### config.mk
export PLATFORM = sky130hd
export DESIGN_NAME = mmu_fault_capture
export DESIGN_NICKNAME = d
export VERILOG_FILES = /design/src/rtl/mfc_pkg.sv /design/src/rtl/mfc_ctrl.sv /design/src/rtl/mfc_datapath.sv /design/src/rtl/mmu_fault_capture.sv
export SDC_FILE = /design/constraint.sdc
export NUM_CORES = 1
export LEC_CHECK = 0
export BUFFER_PORTS_ARGS = -buffer_cell sky130_fd_sc_hd__buf_4
export CAP_MARGIN = 20
export CORE_AREA = 2 2 70 72
export CTS_BUF_LIST = sky130_fd_sc_hd__clkbuf_2 sky130_fd_sc_hd__clkbuf_4 sky130_fd_sc_hd__clkbuf_8
export DETAILED_ROUTE_END_ITERATION = 8
export DIE_AREA = 0 0 72 74
export HOLD_SLACK_MARGIN = 0.08
export PLACE_DENSITY = 0.84
export SETUP_SLACK_MARGIN = 0.15
export SYNTH_ARGS = -nofsm -noshare
export SYNTH_HDL_FRONTEND = slang
export SYNTH_SLANG_ARGS = --single-unit
### constraint.sdc
create_clock -name clk -period 1.6 [get_ports clk]
set_input_delay 0.24 -clock clk [delete_from_list [all_inputs] [get_ports clk]]
set_output_delay 0.24 -clock clk [all_outputs]
set_load 0.01 [all_outputs]
### src/rtl/mfc_pkg.sv
package mfc_pkg;
  localparam logic RD_STATUS = 1'b0;
  localparam logic RD_ADDR   = 1'b1;

  typedef struct packed {
    logic clrStat;
    logic loadStat;
    logic loadAddr;
    logic ovwNew;
  } strobe_t;
endpackage

### src/rtl/mfc_ctrl.sv
module mfc_ctrl #(
  parameter int PRIO_W = 2
) (
  input  logic              faultValid,
  input  logic [1:0]        faultClass,
  input  logic [PRIO_W-1:0] faultPrio,
  input  logic [1:0]        faultAccess,
  input  logic              noFault,
  input  logic              rdEn,
  input  logic              rdSel,
  input  logic              heldValid,
  input  logic [1:0]        heldClass,
  input  logic [PRIO_W-1:0] heldPrio,
  output mfc_pkg::strobe_t  strobes
);
  logic clrNow;
  logic effValid;
  logic wins;

  always_comb begin
    clrNow   = rdEn && (rdSel == mfc_pkg::RD_STATUS);
    // a status read this cycle empties the register before a new fault lands
    effValid = heldValid && !clrNow;
    wins     = faultValid && !noFault && (!effValid || (faultPrio >= heldPrio));
    strobes.clrStat  = clrNow;
    strobes.loadStat = wins;
    strobes.loadAddr = wins && !faultAccess[1];
    strobes.ovwNew   = effValid && (faultClass == heldClass);
  end
endmodule

### src/rtl/mfc_datapath.sv
module mfc_datapath #(
  parameter int ADDR_W = 32,
  parameter int PRIO_W = 2,
  localparam int STAT_W = 9 + PRIO_W
) (
  input  logic              clk,
  input  logic              rstN,
  input  mfc_pkg::strobe_t  strobes,
  input  logic [1:0]        faultClass,
  input  logic [PRIO_W-1:0] faultPrio,
  input  logic [1:0]        faultAccess,
  input  logic [2:0]        faultType,
  input  logic [ADDR_W-1:0] faultAddr,
  input  logic              rdSel,
  output logic              heldValid,
  output logic [1:0]        heldClass,
  output logic [PRIO_W-1:0] heldPrio,
  output logic [STAT_W-1:0] statusWord,
  output logic [ADDR_W-1:0] addrQ,
  output logic [ADDR_W-1:0] rdData
);
  logic              statV;
  logic [2:0]        statType;
  logic [1:0]        statAcc;
  logic [1:0]        statCls;
  logic              statOvw;
  logic [PRIO_W-1:0] statPrio;

  always_ff @(posedge clk) begin
    if (!rstN) begin
      statV    <= 1'b0;
      statType <= '0;
      statAcc  <= '0;
      statCls  <= '0;
      statOvw  <= 1'b0;
      statPrio <= '0;
      addrQ    <= '0;
    end else begin
      if (strobes.clrStat) begin
        statV    <= 1'b0;
        statType <= '0;
        statAcc  <= '0;
        statCls  <= '0;
        statOvw  <= 1'b0;
        statPrio <= '0;
      end
      if (strobes.loadStat) begin
        statV    <= 1'b1;
        statType <= faultType;
        statAcc  <= faultAccess;
        statCls  <= faultClass;
        statOvw  <= strobes.ovwNew;
        statPrio <= faultPrio;
      end
      if (strobes.loadAddr) addrQ <= faultAddr;
    end
  end

  assign heldValid  = statV;
  assign heldClass  = statCls;
  assign heldPrio   = statPrio;
  assign statusWord = {statPrio, statOvw, statCls, statAcc, statType, statV};

  always_comb begin
    if (rdSel == mfc_pkg::RD_ADDR) rdData = addrQ;
    else                           rdData = {{(ADDR_W-STAT_W){1'b0}}, statusWord};
  end


  ovw_needs_valid_chk: assert property (@(posedge clk) disable iff (!rstN)
    statusWord[8] |-> statusWord[0]);
endmodule

### src/rtl/mmu_fault_capture.sv
module mmu_fault_capture #(
  parameter int ADDR_W = 32,
  parameter int PRIO_W = 2
) (
  input  logic              clk,
  input  logic              rstN,
  input  logic              faultValid,
  input  logic [1:0]        faultClass,
  input  logic [PRIO_W-1:0] faultPrio,
  input  logic [1:0]        faultAccess,
  input  logic [2:0]        faultType,
  input  logic [ADDR_W-1:0] faultAddr,
  input  logic              noFault,
  input  logic              rdEn,
  input  logic              rdSel,
  output logic [ADDR_W-1:0] rdData
);
  localparam int STAT_W = 9 + PRIO_W;

  mfc_pkg::strobe_t  strobes;
  logic              heldValid;
  logic [1:0]        heldClass;
  logic [PRIO_W-1:0] heldPrio;
  logic [STAT_W-1:0] statusWord;
  logic [ADDR_W-1:0] addrQ;

  mfc_ctrl #(.PRIO_W(PRIO_W)) ctrl (
    .faultValid(faultValid), .faultClass(faultClass), .faultPrio(faultPrio),
    .faultAccess(faultAccess), .noFault(noFault), .rdEn(rdEn), .rdSel(rdSel),
    .heldValid(heldValid), .heldClass(heldClass), .heldPrio(heldPrio),
    .strobes(strobes)
  );

  mfc_datapath #(.ADDR_W(ADDR_W), .PRIO_W(PRIO_W)) dp (
    .clk(clk), .rstN(rstN), .strobes(strobes), .faultClass(faultClass),
    .faultPrio(faultPrio), .faultAccess(faultAccess), .faultType(faultType),
    .faultAddr(faultAddr), .rdSel(rdSel), .heldValid(heldValid),
    .heldClass(heldClass), .heldPrio(heldPrio), .statusWord(statusWord),
    .addrQ(addrQ), .rdData(rdData)
  );

  logic statRead;
  assign statRead = rdEn && (rdSel == 1'b0);


  low_prio_keeps_chk: assert property (@(posedge clk) disable iff (!rstN)
    (statusWord[0] && !statRead && faultValid &&
     (faultPrio < statusWord[STAT_W-1:9])) |=> $stable(statusWord));


  instr_no_addr_chk: assert property (@(posedge clk) disable iff (!rstN)
    !(faultValid && !faultAccess[1]) |=> $stable(addrQ));


  nofault_freeze_chk: assert property (@(posedge clk) disable iff (!rstN)
    (noFault && !statRead) |=> ($stable(statusWord) && $stable(addrQ)));


  read_clears_chk: assert property (@(posedge clk) disable iff (!rstN)
    (statRead && !faultValid) |=> (statusWord == '0));


  read_and_fault_chk: assert property (@(posedge clk) disable iff (!rstN)
    (statRead && faultValid && !noFault) |=> (statusWord[0] && !statusWord[8]));
endmodule

==> results of run 1 <==
[power by group]
part | total, mW | internal (mW) | switching (mW) | leakage [nW]
clock | 0.863 | 0.505 | 0.358 | 0.0612
combinational | 0.336 | 0.190 | 0.145 | 0.877
sequential | 1.13 | 1.11 | 0.0203 | 0.351
total | 2.33 | 1.81 | 0.524 | 1.29
[cell type report]
cell class | count | area, um^2
clock buffer | 6 | 82.58
clock inverter | 2 | 35.03
fill | 400 | 1779
inverter | 4 | 15.01
multi-input combinational | 154 | 1055
sequential | 43 | 863.3
tap | 54 | 67.56
timing repair buffer | 90 | 700.7
[worst max-delay path, cell delays in order (launching register included)]
cell and delay, ps:
dfxtp_2 340, inv_2 50, ha_4 250, inv_2 30
o2111a_2 270, nor3_4 220, buf_12 220, mux2i_1 210
[cell usage in the layout, fill, tap and decap left out, drive strengths merged, types with 2 or more instances in the layout]
master  count
a22o       10
and2       22
buf        90
clkbuf      6
dfxtp      43
ha          2
inv         4
mux2       10
mux2i      32
nand2      66
nand2b      2
nor3        2
xor2        2
[state kept, by name, indices dropped and copies added (netlist names)]
register / count
dp.addrQ: 32
dp.heldValid: 1
dp.heldClass: 2
dp.statType: 3
dp.heldPrio: 2
dp.statOvw: 1
dp.statAcc: 2
[worst max-delay path by stage]
stage	startpoint	to	slack [ps]	cells after the start
5_1_grt	dp.heldPrio[1]	dp.addrQ[18]	-140	7
2_1_floorplan	dp.heldPrio[1]	dp.addrQ[0]	-80	7
3_5_place_dp	faultPrio[0]	dp.addrQ[3]	-160	8
4_1_cts	dp.heldPrio[1]	dp.addrQ[3]	-80	7
3_3_place_gp	faultPrio[0]	dp.addrQ[1]	-100	8
6_report	dp.heldPrio[1]	dp.addrQ[25]	-70	7
[cell families after synthesis]
| logic type | after synthesis | synth area share |
|---|---|---|
| DFF | 43 | 0.4271 |
| muxes | 42 | 0.2148 |
| AOI/OAI and AO/OA | 14 | 0.05959 |
| and+or+nand+nor | 94 | 0.2210 |
| xor gates and xnor gates | 2 | 0.008692 |
| buffers and inverters | 19 | 0.05648 |
| adders and majority gates | 2 | 0.01241 |
[per-layer routing]
metal | vias up | part of all wire | track usage
li1 | 870 | - | -
met1 | 749 | 0.43 | 0.2019
met2 | 56 | 0.48 | 0.3179
met3 | 8 | 0.071 | 0.05149
met4 | 0 | 0.012 | 0.06918
met5 | - | 0 | 0
[metrics by stage]
step | utilization | total power, mW | hold slack [ps]
floorplan | - | 1.326 | 365.4
global placement | 0.5869 | 1.483 | 437.8
detailed placement | 0.5869 | 1.491 | 443.4
CTS | 0.6128 | 2.358 | 147.7
global route | 0.6131 | 2.455 | 145.3
finish | 0.6131 | 2.329 | 156.1
[repair_timing]
action | 4_1_cts | 5_1_grt
gates resized for setup | 2 | 1
setup endpoints to repair | 42 | 42
hold buffers | 0 | 0
pin swaps | 2 | 1
==> results.py, run 1 <==
metrics = {
    "run_status": {
        "outcome": "finished with violations",
        "violations": "setup timing",
    },
    "synth": {
        "syn_inst": 216,
        "synth-seq-cells": 43,
        "ys_types": 23,
        "synth_area_mm2": 0.002016,
        "synth_top_cell_by_area": "dfxtp_1",
        "yosys_warnings": 0,
        "async_flop_share": 0,
        "synth-edff-count": 0,
        "synth_top_area_share": 0.4271,
        "syn_nets": 265,
        "synth_common_cells": "nand2_1, dfxtp_1, mux2i_1",
        "yosysSeqAreaShare": 0.4271,
        "syn_area_per_cell_um2": 9.332,
        "synth.most_common_cell": "nand2_1",
        "ys_top_cells_by_area": "dfxtp_1, mux2i_1, nand2_1",
        "ys.flop_type": "dfxtp_1",
    },
    "floorplanning": {
        "die_width_um": 72,
        "row_count": 25,
        "io-pin-count": 79,
        "die_h_um": 74,
        "core_area_mm2": 0.004598,
        "start_util": 0.4384,
        "die_area_mm2": 0.005328,
    },
    "power": {
        "vdd_drop_max_v": 0.0005912,
        "power_density_mw_per_mm2": 826.3,
        "p_leak_nw": 1.289,
    },
    "routing": {
        "wl_per_cell_um": 12.56,
        "drt_iter0_markers": 53,
        "remaining_drc_errors": 0,
        "avgViaCountPerCell": 4.768,
        "dr.pass1.iters": 4,
        "postRouteAntennaNets": 0,
        "finalWirelength_mm": 4.435,
        "vias": 1683,
    },
    "sta": {
        "hold_viol_final": 0,
        "fin_crit_sh": 1.042,
        "fin_worst_skew_ps": 4.701,
        "setup_ws_ps": -67.63,
        "maxSlewHeadroom": 0.8052,
        "rsz0062_at_grt": "true",
        "max_freq_mhz": 599.7,
        "finalCriticalPeriod_ps": 1668,
        "tightest_slew_ps": 292.2,
        "setup_viol": 39,
        "setup_tns_ps": -1256,
        "drv_slew": 0,
    },
    "worst_hold_path": {
        "min_from": "faultAccess[0]",
        "worstHoldPathCells": 2,
        "min_path_type": "in -> reg",
        "whs_endpoint": "dp.statAcc[0]",
    },
    "cts": {
        "numCtsBuffers": 5,
        "htreeDepth": 2,
        "cts_tree": "yes",
        "post_cts_buffers": 0,
        "clkSinkCount": 43,
        "insertion_delay_ps": 290,
        "path_clk_slew_ps": 80,
        "cts_max_path_buffers": 2,
        "cts_root_buffer": "clkbuf_8",
    },
    "setup_path": {
        "regToRegEndpoint": "dp.addrQ[25]",
        "cp-start-kind": "flip-flop",
        "worst-path-max-fanout": 17,
        "crit_path_end_kind": "flip-flop",
        "worstRegToRegCells": 7,
        "cp.arrival_ps": 1890,
        "r2r_slack_ps": -70,
        "path_class": "reg -> reg",
        "critPathRequiredTime_ps": 1820,
        "reg2reg_from": "dp.heldPrio[1]",
    },
    "finish": {
        "drive_gt1_frac": 0.3946,
        "finalNetCount": 347,
        "layout.cells.non_filler": 353,
        "syn2layout_area_growth_pct": 39.85,
        "antennaDiodeCount": 0,
        "fin_area_mm2": 0.002819,
    },
    "placed_design": {
        "gp_congestion": 0.7358,
        "numPortBuffers": 78,
        "placed_cell_area_mm2": 0.002699,
        "place_hpwl_mm": 3.240,
        "pre_cts_slack_ps": -160.8,
        "placed_cells": 345,
    },
    "grt": {
        "overflow": 0,
        "grt_use_total": 0.1780,
        "grt_max_degree": 33,
        "grt_pass1_vias": 1661,
        "grt_antenna_before_repair": 0,
        "grt_pass1_wl_mm": 7.369,
    },
    "flow_run": {
        "cap_violations": 0,
    },
}
No activity file was read; power rests on OpenSTA's default activity.
==> run 2, diff against run 1 <==
Settings changed: CORE_AREA 2 2 70 72 to 2 2 67 69, DIE_AREA 0 0 72 74 to 0 0 69 71, PLACE_DENSITY 0.84 to 0.87.
Clock period 1.6 ns to 1.8 ns, I/O delays scaled along.
==> run 2 against run 1 <==
  * The run now ends clean
  * Die area fell by 8.1%
  * Sequential power down 11%
  * Sequential share of layout area down 0.20 points
  * Highest routed layer unchanged
  * Hold slack improved by 29 ps
  * Cell area up 0.67%
  * Via count shrank 1.3%
==> results.py, run 2 (same netlist as run 1, synthesis figures left out) <==
metrics = {
    "placed_design": {
        "numPortBuffers": 78,
        "pre_cts_slack_ps": -102.6,
        "gp_congestion": 0.7402,
        "place_hpwl_mm": 3.130,
        "placed_cells": 335,
    },
    "power": {
        "power_density_mw_per_mm2": 674.8,
        "vdd_drop_max_v": 0.0005045,
        "p_leak_nw": 1.282,
    },
    "floorplanning": {
        "start_util": 0.4795,
        "die_width_um": 69,
        "die_area_mm2": 0.004899,
        "die_h_um": 71,
        "core_area_mm2": 0.004204,
        "row_count": 24,
        "io-pin-count": 79,
    },
    "setup_path": {
        "path_buf_inv": 4,
        "r2r_slack_ps": 70,
        "cp-start-kind": "flip-flop",
        "slowest_delay_ps": 340,
        "critPathRequiredTime_ps": 2020,
        "cp_slowest_cell": "dfxtp_2",
        "crit_end": "dp.addrQ[13]",
        "path_cells": "inv_2, ha_4, inv_2, o2111a_2, nor3_4, buf_12, buf_12, mux2i_2",
        "crit_path_end_kind": "flip-flop",
        "regToRegEndpoint": "dp.addrQ[13]",
        "path_delay_family": "buffers and inverters",
        "startpoint": "dp.heldPrio[1]",
        "critical_path_cell_count": 8,
        "path_class": "reg -> reg",
        "worstRegToRegCells": 8,
        "reg2reg_from": "dp.heldPrio[1]",
        "cp.arrival_ps": 1950,
        "worst-path-max-fanout": 8,
    },
    "grt": {
        "grt_max_degree": 40,
        "grt_pass1_vias": 1666,
        "grt_pass1_wl_mm": 7.438,
        "grt_use_total": 0.1861,
        "grt_antenna_before_repair": 0,
        "overflow": 0,
    },
    "sta": {
        "maxSlewHeadroom": 0.7623,
        "fin_crit_sh": 0.9602,
        "fin_worst_skew_ps": 9.492,
        "tightest_slew_ps": 356.6,
        "drv_slew": 0,
        "finalCriticalPeriod_ps": 1728,
        "max_freq_mhz": 578.6,
        "setup_ws_ps": 71.65,
        "whs_ps": 185.1,
        "setup_tns_ps": 0,
        "hold_viol_final": 0,
        "setup_viol": 0,
        "rsz0062_at_grt": "true",
    },
    "cts": {
        "cts_max_path_buffers": 2,
        "clkSinkCount": 43,
        "numCtsBuffers": 5,
        "insertion_delay_ps": 290,
        "path_clk_slew_ps": 80,
        "cts_tree": "yes",
        "htreeDepth": 2,
        "cts_root_buffer": "clkbuf_8",
    },
    "worst_hold_path": {
        "min_path_type": "in -> reg",
    },
    "finish": {
        "layout.cells.non_filler": 349,
        "antennaDiodeCount": 0,
        "drive_gt1_frac": 0.3939,
        "top_register": "dp.addrQ",
        "finalNetCount": 345,
        "final_common_cell": "buf_4",
        "post-route-util": 0.6750,
        "largest_register_ffs": 32,
        "syn2layout_area_growth_pct": 40.78,
        "reg_top3": "dp.addrQ: 32 flops, dp.statType: 3 flops",
        "most-common-layout-cells": "buf_4, nand2_1, dfxtp_1",
    },
    "routing": {
        "drt_iter0_markers": 76,
        "finalWirelength_mm": 4.473,
        "wl_per_cell_um": 12.82,
        "postRouteAntennaNets": 0,
        "avgViaCountPerCell": 4.759,
        "dr.pass1.iters": 4,
        "vias": 1661,
        "remaining_drc_errors": 0,
    },
    "run_status": {
        "outcome": "finished, final reports clean",
    },
    "flow_run": {
        "cap_violations": 0,
    },
}
[run 2: cell type report]
class / instances / area, um^2
fill: 365 / 1366
inverter: 4 / 15.01
multi-input combinational: 154 / 1065
tap: 52 / 65.06
clock inverter: 2 / 12.51
sequential: 43 / 863.3
clock buffer: 6 / 76.32
timing repair buffer: 88 / 740.7
[run 2: timing repair]
item | 4_1_cts | 5_1_grt
resized for setup | 2 | 4
setup endpoints to repair | 42 | 42
buffers inserted | 2 | 2
hold buffers | 0 | 0
pin swaps | 2 | 0
endpoints found under the hold margin | 0 | 0
cloned | 0 | 2
[run 2: how the worst min path moves through the flow]
stage | cells past startpoint | slack [ps] | startpoint | endpoint
after floorplan | 1 | 400 | faultPrio[1] | dp.heldPrio[1]
after global placement | 2 | 440 | dp.addrQ[13] | dp.addrQ[13]
after detailed placement | 2 | 450 | dp.addrQ[21] | dp.addrQ[21]
after CTS | 2 | 170 | faultType[1] | dp.statType[1]
after global routing | 2 | 190 | faultType[2] | dp.statType[2]
final | 2 | 190 | faultType[1] | dp.statType[1]
[run 2: metrics by stage]
stage	area (um^2)	total power, mW
detailed placement	2636	1.316
global placement	2636	1.306
global route	2838	2.015
CTS	2748	1.918
finish	2838	1.915
floorplan	2029	1.177
[run 2: routing by layer]
layer / up-vias / global-route usage / wire [um]
met5: - / 0 / 0
met4: 0 / 0.05229 / 51
met3: 5 / 0.06410 / 341
met2: 53 / 0.3056 / 2095
met1: 731 / 0.2338 / 1985
li1: 872 / - / -
[run 2: report_power, final]
group	internal [mW]	leakage (nW)	switching (mW)
sequential	0.987	0.351	0.0181
clock	0.286	0.0446	0.312
combinational	0.178	0.887	0.134
